$ cat src/rtl/dual_evt_mon_pkg.sv
package dual_evt_mon_pkg;
  timeunit 1ns;
  timeprecision 1ps;

  localparam int NCH   = 2;
  localparam int CFG_W = 11;

  typedef struct packed {
    logic [1:0] dis;
    logic       fast1;
    logic       fast0;
    logic [2:0] sel1;
    logic [3:0] sel0;
  } cfg_t;

  typedef enum logic [3:0] {
    E0_ISSUE   = 4'd0,
    E0_DRY     = 4'd1,
    E0_LOAD    = 4'd2,
    E0_FROZEN  = 4'd3,
    E0_BRANCH  = 4'd4,
    E0_CYCLE   = 4'd5,
    E0_PRIV    = 4'd6,
    E0_NOISSUE = 4'd7,
    E0_EXT     = 4'd8
  } ev0_e;

  typedef enum logic [2:0] {
    E1_DMISS  = 3'd0,
    E1_IMISS  = 3'd1,
    E1_DUAL   = 3'd2,
    E1_BRMISS = 3'd3,
    E1_FPOP   = 3'd4,
    E1_INTOP  = 3'd5,
    E1_STORE  = 3'd6,
    E1_EXT    = 3'd7
  } ev1_e;

  localparam logic ADDR_CFG = 1'b0;
  localparam logic ADDR_CLR = 1'b1;
  localparam int   CLR_ERR_BIT = 2;

  // weights in half units
  localparam logic [1:0] W_NONE = 2'd0;
  localparam logic [1:0] W_HALF = 2'd1;
  localparam logic [1:0] W_FULL = 2'd2;
endpackage

$ cat src/rtl/dual_evt_mon_wgt.sv
module dual_evt_mon_wgt
  import dual_evt_mon_pkg::*;
#(
  parameter int ISSUE_W = 2
) (
  input  logic [3:0]         sel0_i,
  input  logic [2:0]         sel1_i,
  input  logic [ISSUE_W-1:0] issue_cnt_i,
  input  logic               pipe_dry_i,
  input  logic               load_i,
  input  logic               pipe_frozen_i,
  input  logic               branch_i,
  input  logic               priv_mode_i,
  input  logic               ext0_i,
  input  logic               dcache_miss_i,
  input  logic               icache_miss_i,
  input  logic               branch_miss_i,
  input  logic               fp_op_i,
  input  logic               int_op_i,
  input  logic               store_i,
  input  logic               ext1_i,
  output logic [1:0]         w0_o,
  output logic [1:0]         w1_o
);
  timeunit 1ns;
  timeprecision 1ps;

  logic iss_none, iss_one, iss_multi;

  assign iss_none  = (issue_cnt_i == '0);
  assign iss_one   = (issue_cnt_i == ISSUE_W'(1));
  assign iss_multi = !iss_none && !iss_one;

  function automatic logic [1:0] full(input logic ev);
    return ev ? W_FULL : W_NONE;
  endfunction

  always_comb begin
    unique case (sel0_i)
      E0_ISSUE:   w0_o = iss_multi ? W_FULL : (iss_one ? W_HALF : W_NONE);
      E0_DRY:     w0_o = full(pipe_dry_i);
      E0_LOAD:    w0_o = full(load_i);
      E0_FROZEN:  w0_o = full(pipe_frozen_i);
      E0_BRANCH:  w0_o = full(branch_i);
      E0_CYCLE:   w0_o = W_FULL;
      E0_PRIV:    w0_o = full(priv_mode_i);
      E0_NOISSUE: w0_o = iss_none ? W_FULL : (iss_one ? W_HALF : W_NONE);
      E0_EXT:     w0_o = full(ext0_i);
      default:    w0_o = W_NONE;
    endcase
  end

  always_comb begin
    unique case (sel1_i)
      E1_DMISS:  w1_o = full(dcache_miss_i);
      E1_IMISS:  w1_o = full(icache_miss_i);
      E1_DUAL:   w1_o = full(iss_multi);
      E1_BRMISS: w1_o = full(branch_miss_i);
      E1_FPOP:   w1_o = full(fp_op_i);
      E1_INTOP:  w1_o = full(int_op_i);
      E1_STORE:  w1_o = full(store_i);
      default:   w1_o = full(ext1_i);
    endcase
  end
endmodule

$ cat src/rtl/dual_evt_mon_regs.sv
module dual_evt_mon_regs
  import dual_evt_mon_pkg::*;
(
  input  logic             clk_i,
  input  logic             rst_ni,
  input  logic             wr_en_i,
  input  logic             wr_addr_i,
  input  logic [CFG_W-1:0] wr_data_i,
  output cfg_t             cfg_o,
  output logic [NCH-1:0]   cnt_clr_o,
  output logic [NCH-1:0]   irq_clr_o,
  output logic             err_o
);
  timeunit 1ns;
  timeprecision 1ps;

  cfg_t cfg_q, cfg_new;
  logic cfg_we, clr_we, bad, take, err_q;

  assign cfg_new = cfg_t'(wr_data_i);
  assign cfg_we  = wr_en_i && (wr_addr_i == ADDR_CFG);
  assign clr_we  = wr_en_i && (wr_addr_i == ADDR_CLR);
  assign bad     = (cfg_new.dis == 2'b11);
  assign take    = cfg_we && !bad;

  assign cnt_clr_o[0] = take && ((cfg_new.sel0 != cfg_q.sel0) || (cfg_new.fast0 != cfg_q.fast0));
  assign cnt_clr_o[1] = take && ((cfg_new.sel1 != cfg_q.sel1) || (cfg_new.fast1 != cfg_q.fast1));
  assign irq_clr_o    = clr_we ? wr_data_i[NCH-1:0] : '0;

  always_ff @(posedge clk_i or negedge rst_ni) begin
    if (!rst_ni)   cfg_q <= '0;
    else if (take) cfg_q <= cfg_new;
  end

  always_ff @(posedge clk_i or negedge rst_ni) begin
    if (!rst_ni)                               err_q <= 1'b0;
    else if (cfg_we && bad)                    err_q <= 1'b1;
    else if (clr_we && wr_data_i[CLR_ERR_BIT]) err_q <= 1'b0;
  end

  assign cfg_o = cfg_q;
  assign err_o = err_q;

  AST_BAD_WR_KEEPS_CFG: assert property (@(posedge clk_i) disable iff (!rst_ni)
    (cfg_we && bad) |=> $stable(cfg_q));
  AST_BAD_WR_SETS_ERR: assert property (@(posedge clk_i) disable iff (!rst_ni)
    (cfg_we && bad) |=> err_q);
  AST_ERR_STICKY: assert property (@(posedge clk_i) disable iff (!rst_ni)
    (err_q && !(clr_we && wr_data_i[CLR_ERR_BIT])) |=> err_q);
  AST_NEVER_BOTH_DIS: assert property (@(posedge clk_i) disable iff (!rst_ni)
    cfg_q.dis != 2'b11);
endmodule

$ cat src/rtl/dual_evt_mon_chan.sv
module dual_evt_mon_chan #(
  parameter int EXP_FAST = 8,
  parameter int EXP_SLOW = 12
) (
  input  logic       clk_i,
  input  logic       rst_ni,
  input  logic       en_i,
  input  logic       fast_i,
  input  logic [1:0] wgt_i,
  input  logic       cnt_clr_i,
  input  logic       irq_clr_i,
  output logic       irq_o
);
  timeunit 1ns;
  timeprecision 1ps;

  // one fractional bit plus headroom for the wrap compare
  localparam int CW = EXP_SLOW + 2;
  localparam logic [CW-1:0] ONE      = {{(CW-1){1'b0}}, 1'b1};
  localparam logic [CW-1:0] PER_FAST = ONE << (EXP_FAST + 1);
  localparam logic [CW-1:0] PER_SLOW = ONE << (EXP_SLOW + 1);

  logic [CW-1:0] cnt_q, sum, period;
  logic          hit, irq_q;

  always_comb begin
    period = fast_i ? PER_FAST : PER_SLOW;
    sum    = cnt_q + {{(CW-2){1'b0}}, wgt_i};
    hit    = en_i && !cnt_clr_i && (sum >= period);
  end

  always_ff @(posedge clk_i or negedge rst_ni) begin
    if (!rst_ni)        cnt_q <= '0;
    else if (cnt_clr_i) cnt_q <= '0;
    else if (en_i)      cnt_q <= hit ? (sum - period) : sum;
  end

  always_ff @(posedge clk_i or negedge rst_ni) begin
    if (!rst_ni)        irq_q <= 1'b0;
    else if (hit)       irq_q <= 1'b1;
    else if (irq_clr_i) irq_q <= 1'b0;
  end

  assign irq_o = irq_q;

  AST_CNT_BELOW_PERIOD: assert property (@(posedge clk_i) disable iff (!rst_ni)
    cnt_q < period);
  AST_WGT_LIMIT: assert property (@(posedge clk_i) disable iff (!rst_ni)
    wgt_i <= 2'd2);
  AST_DIS_HOLDS_CNT: assert property (@(posedge clk_i) disable iff (!rst_ni)
    (!en_i && !cnt_clr_i) |=> $stable(cnt_q));
  AST_DIS_NO_IRQ: assert property (@(posedge clk_i) disable iff (!rst_ni)
    !en_i |=> !$rose(irq_q));
  AST_IRQ_STICKY: assert property (@(posedge clk_i) disable iff (!rst_ni)
    (irq_q && !irq_clr_i) |=> irq_q);
  AST_CLR_ZEROES: assert property (@(posedge clk_i) disable iff (!rst_ni)
    cnt_clr_i |=> (cnt_q == '0));
endmodule

$ cat src/rtl/dual_evt_mon.sv
module dual_evt_mon
  import dual_evt_mon_pkg::*;
#(
  parameter int ISSUE_W     = 2,
  parameter int C0_EXP_FAST = 12,
  parameter int C0_EXP_SLOW = 16,
  parameter int C1_EXP_FAST = 8,
  parameter int C1_EXP_SLOW = 12
) (
  input  logic               clk_i,
  input  logic               rst_ni,
  input  logic               wr_en_i,
  input  logic               wr_addr_i,
  input  logic [10:0]        wr_data_i,
  input  logic [ISSUE_W-1:0] issue_cnt_i,
  input  logic               pipe_dry_i,
  input  logic               load_i,
  input  logic               pipe_frozen_i,
  input  logic               branch_i,
  input  logic               priv_mode_i,
  input  logic               ext0_i,
  input  logic               dcache_miss_i,
  input  logic               icache_miss_i,
  input  logic               branch_miss_i,
  input  logic               fp_op_i,
  input  logic               int_op_i,
  input  logic               store_i,
  input  logic               ext1_i,
  output logic [1:0]         irq_o,
  output logic               cfg_err_o
);
  timeunit 1ns;
  timeprecision 1ps;

  cfg_t           cfg;
  logic [NCH-1:0] cnt_clr, irq_clr, en, fast;
  logic [1:0]     wgt [NCH];

  dual_evt_mon_regs u_regs (
    .clk_i     (clk_i),
    .rst_ni    (rst_ni),
    .wr_en_i   (wr_en_i),
    .wr_addr_i (wr_addr_i),
    .wr_data_i (wr_data_i),
    .cfg_o     (cfg),
    .cnt_clr_o (cnt_clr),
    .irq_clr_o (irq_clr),
    .err_o     (cfg_err_o)
  );

  dual_evt_mon_wgt #(.ISSUE_W(ISSUE_W)) u_wgt (
    .sel0_i        (cfg.sel0),
    .sel1_i        (cfg.sel1),
    .issue_cnt_i   (issue_cnt_i),
    .pipe_dry_i    (pipe_dry_i),
    .load_i        (load_i),
    .pipe_frozen_i (pipe_frozen_i),
    .branch_i      (branch_i),
    .priv_mode_i   (priv_mode_i),
    .ext0_i        (ext0_i),
    .dcache_miss_i (dcache_miss_i),
    .icache_miss_i (icache_miss_i),
    .branch_miss_i (branch_miss_i),
    .fp_op_i       (fp_op_i),
    .int_op_i      (int_op_i),
    .store_i       (store_i),
    .ext1_i        (ext1_i),
    .w0_o          (wgt[0]),
    .w1_o          (wgt[1])
  );

  assign en   = ~cfg.dis;
  assign fast = {cfg.fast1, cfg.fast0};

  for (genvar g = 0; g < NCH; g++) begin : g_ch
    localparam int EF = (g == 0) ? C0_EXP_FAST : C1_EXP_FAST;
    localparam int ES = (g == 0) ? C0_EXP_SLOW : C1_EXP_SLOW;

    dual_evt_mon_chan #(.EXP_FAST(EF), .EXP_SLOW(ES)) u_chan (
      .clk_i     (clk_i),
      .rst_ni    (rst_ni),
      .en_i      (en[g]),
      .fast_i    (fast[g]),
      .wgt_i     (wgt[g]),
      .cnt_clr_i (cnt_clr[g]),
      .irq_clr_i (irq_clr[g]),
      .irq_o     (irq_o[g])
    );
  end
endmodule

$ cat config.mk
export PLATFORM = sky130hd
export DESIGN_NAME = dual_evt_mon
export DESIGN_NICKNAME = d
export VERILOG_FILES = /design/src/rtl/dual_evt_mon_pkg.sv /design/src/rtl/dual_evt_mon_wgt.sv /design/src/rtl/dual_evt_mon_regs.sv /design/src/rtl/dual_evt_mon_chan.sv /design/src/rtl/dual_evt_mon.sv
export SDC_FILE = /design/constraint.sdc
export NUM_CORES = 1
export LEC_CHECK = 0
export BUFFER_PORTS_ARGS = -buffer_cell sky130_fd_sc_hd__clkbuf_2
export CAP_MARGIN = 10
export CELL_PAD_IN_SITES_DETAIL_PLACEMENT = 0
export CELL_PAD_IN_SITES_GLOBAL_PLACEMENT = 1
export CORE_MARGIN = 1
export CORE_UTILIZATION = 35
export CTS_CLUSTER_DIAMETER = 100
export DETAILED_ROUTE_END_ITERATION = 12
export PLACE_DENSITY_LB_ADDON = 0.1
export REMOVE_ABC_BUFFERS = 1
export SETUP_SLACK_MARGIN = 0.02
export SYNTH_ARGS = -nofsm -noshare
export SYNTH_HDL_FRONTEND = slang
export SYNTH_SLANG_ARGS = --single-unit
$ cat constraint.sdc
create_clock -name clk_i -period 9.75 [get_ports clk_i]
set_input_delay 0.4875 -clock clk_i [delete_from_list [all_inputs] [get_ports clk_i]]
set_output_delay 0.4875 -clock clk_i [all_outputs]
set_load 0.03 [all_outputs]
==> results by group <==
Global route
  – Total grt overflow: 0
  – Global-route wire length before repair: 12770 µm
  – Initial antenna violation count: 0
  – Gr usage total: 15.97%
  – Vias in the first global route: 2521
  – Largest net degree at the start of global routing: 46

Clock tree
  – Postcts setup bufs: 0
  – Root Driver: clkbuf_8
  – Num Clock Sinks: 45
  – Clock transition at the registers of the reported paths: 0.10 ns
  – H-tree Lvls: 2
  – CTS resizes: 0
  – CTS max path bufs: 2
  – Worst-skew pair later-pin latency: 0.30 ns
  – Num CTS Buffers: 5
  – Hold_buf cts: 0
  – CTS tree: done

Layout
  – Final #Nets: 413
  – Ant. Diodes: 0
  – Layout cells sized above 1: 19.03%
  – Synthesis-to-layout area growth: 9.761%
  – Post-route cell area: 0.003672 mm²

Placed design
  – PortBufs: 32
  – Pre-CTS setup slack: 4.704 ns
  – GPL Wtd Cong: 0.7921
  – Final HPWL DP: 5370 µm
  – DP Area: 0.003557 mm²

Hold path
  – Hold Crit Class: primary input to async pin

STA
  – Slew margin rel.: 27.29%
  – Max Slew Vio Count: 0
  – Final period util: 51.19%
  – # setup viols final: 0
  – Final Critical Period: 4.991 ns
  – Final hold vios: 0
  – Unrepaired setup endpoints after global routing: false
  – Slew at the pin closest to its max-slew limit: 1.087 ns
  – Setup WS post-layout: 4.759 ns
  – Worst clock skew: 0.007433 ns
  – Setup TNS: 0 ns
  – Fmax: 200.4 MHz

Critical path
  – Arrival @ worst endpoint: 5.18 ns
  – Worst reg-to-reg path cell count: 17
  – Reg-to-reg slack, setup: 4.76 ns
  – R2R Path Start: u_regs.cfg_o[1]$_DFFE_PN0P_
  – Worst EP required: 9.94 ns
  – CP Class: register to register
  – Critical Path End Type: register
  – Worst setup path end: g_ch[0].u_chan.cnt_q[13]$_DFFE_PN0P_
  – Crit-path max FO: 9
  – Crit path launch: u_regs.cfg_o[1]$_DFFE_PN0P_
  – Worst R2R End: g_ch[0].u_chan.cnt_q[13]$_DFFE_PN0P_
  – CP startpoint kind: register

Flow run
  – Max cap viols: 0

Pwr
  – Clock share of power: 18.7%
  – Max VDD drop: 103.1 µV
  – Combinational power share: 44.3%
  – Part of the power in registers: 37.0%
  – Int Pwr: 0.4748 mW
  – Sw frac: 39.93%
  – LEAKAGE: 1.547 nW
  – Switching power: 0.3156 mW
  – Power Dens Cells: 215.2 mW/mm²

Synth
  – Prevailing post-synth register cell: dfrtp_1
  – Synth area leaders: dfrtp_1 34%, xnor2_1 7.9%, nor2_1 4.9%, ha_1 3.7%, xor2_1 3.4%
  – Post-synth ARST share: 100.0%
  – Mapped Avg Cell Area: 9.425 µm²
  – Post-synth top area share: 33.66%
  – Synth cell count leaders: 45 x dfrtp_1, 44 x nor2_1, 30 x xnor2_1, 20 x nand2_1, 16 x nand3_1
  – Post-synth EDFFs: 0
  – Post-Syn Area: 0.003346 mm²
  – Synth unique cells: 63
  – Mapped Cells: 355
  – Yosys reg bits: 45
  – YS warnings: 0
  – Seq/Total Area, Yosys: 33.66%
  – Synth area leader: dfrtp_1
  – Most frequent cell after synthesis: dfrtp_1

Routing
  – Drt initial violations: 85
  – Vias: 2592
  – Wire per inst: 14.66 µm
  – DR vias/cell: 5.163
  – Drt first pass iters: 4
  – DRC: 0
  – DRT antenna net count: 0
  – Final WL: 7361 µm

Die
  – Horizontal die dimension: 99.77 µm
  – # rows: 35
  – # IOs: 33
  – Placeable core area: 0.009240 mm²
  – Die Ht: 99.77 µm
  – Initial Util: 36.21%
  – Die Footprint: 0.009954 mm²

Status
  – Status: completed
[stage by stage]
stage                     total power, mW  hold slack [ns]  cells  util (%)
after floorplan                    0.5597           0.1919    331         -
after global placement             0.6413           0.4990    494     38.50
after detailed placement           0.6475           0.4955    494     38.50
after CTS                          0.8016           0.3000    502     39.74
after global routing               0.8569           0.3244    502     39.74
final                              0.7904           0.2670    502     39.74
[area by class of cell]
cell class / count / area (µm²)
clock buffer: 5 / 68.82
clock inverter: 3 / 46.29
fill: 960 / 5568
inverter: 12 / 45.04
multi-input combinational: 274 / 2049
sequential: 45 / 1126
tap: 129 / 161.4
timing repair buffer: 34 / 175.2
[layer usage]
metal / track usage [%] / vias up / wire length [µm]
met2: 24.46 / 50 / 3200
met3: 2.855 / 5 / 231
met1: 23.43 / 1221 / 3874
met5: 0 / - / 0
li1: - / 1316 / -
met4: 3.507 / 0 / 55
[kinds of logic (layout without fill, tap and decap cells)]
| kind of cell | after synthesis | in the layout | synth area share [%] |
|---|---|---|---|
| adder cells (fa/ha/maj) | 11 | 11 | 4.338 |
| multiplexers | 23 | 23 | 8.377 |
| XOR/XNOR | 43 | 43 | 11.26 |
| AO/OA/AOI/OAI | 63 | 63 | 15.33 |
| flip-flops | 45 | 45 | 33.66 |
| AND/OR/NAND/NOR | 134 | 134 | 21.77 |
| buffers and inverters | 36 | 54 | 5.273 |
[critical path, cell delays in order, from the launching register on]
cell and delay [ns]:
dfrtp_1 0.54, mux4_2 0.55, inv_1 0.07, o32ai_1 0.07
o21ai_0 0.40, inv_1 0.09, ha_1 0.31, a21oi_1 0.14
or4_4 0.60, nor3_1 0.22, xor2_1 0.13, ha_1 0.46
nand4b_1 0.18, a2111oi_4 0.27, a41oi_4 0.20, a21bo_4 0.28
mux2i_1 0.10, a2111oi_2 0.28
[state kept, by name, indices dropped and copies added, names as in the netlist]
name,flops
g_ch.u_chan.cnt_q,31
u_regs.cfg_o,11
u_regs.err_o,1
g_ch.u_chan.irq_o,2
[cells in the final DEF, fill, tap and decap left out, types with 4 or more instances in the layout]
master	instances
clkbuf_2	32
nor4_1	4
nand4_1	5
dfrtp_1	45
xnor2_1	30
mux2i_1	10
a21o_1	4
nand3_1	16
and3_1	4
nor2_1	44
a31oi_1	5
inv_1	12
o21ai_0	8
nor2b_1	5
ha_1	10
clkbuf_8	5
a211oi_1	5
mux2_2	10
a21oi_1	11
nor3_1	12
nand2_1	20
xor2_1	13
[power by group through the flow]
stage	combinational (mW)	clock (mW)	sequential, mW
after floorplan	0.271	0	0.289
after global placement	0.346	0	0.295
after detailed placement	0.351	0	0.296
after CTS	0.354	0.155	0.293
after global routing	0.393	0.162	0.302
final	0.350	0.148	0.292
[how the worst min path moves through the flow]
stage,startpoint,to,slack (ns)
2_1_floorplan,rst_ni,g_ch[0].u_chan.cnt_q[0]$_DFFE_PN0P_,0.19
3_3_place_gp,u_regs.err_o$_DFFE_PN0P_,u_regs.err_o$_DFFE_PN0P_,0.50
3_5_place_dp,g_ch[0].u_chan.irq_o$_DFFE_PN0P_,g_ch[0].u_chan.irq_o$_DFFE_PN0P_,0.50
4_1_cts,rst_ni,g_ch[0].u_chan.cnt_q[8]$_DFFE_PN0P_,0.30
5_1_grt,rst_ni,g_ch[0].u_chan.cnt_q[8]$_DFFE_PN0P_,0.32
6_report,rst_ni,g_ch[0].u_chan.cnt_q[8]$_DFFE_PN0P_,0.27
(Power assumes the default switching activity.)
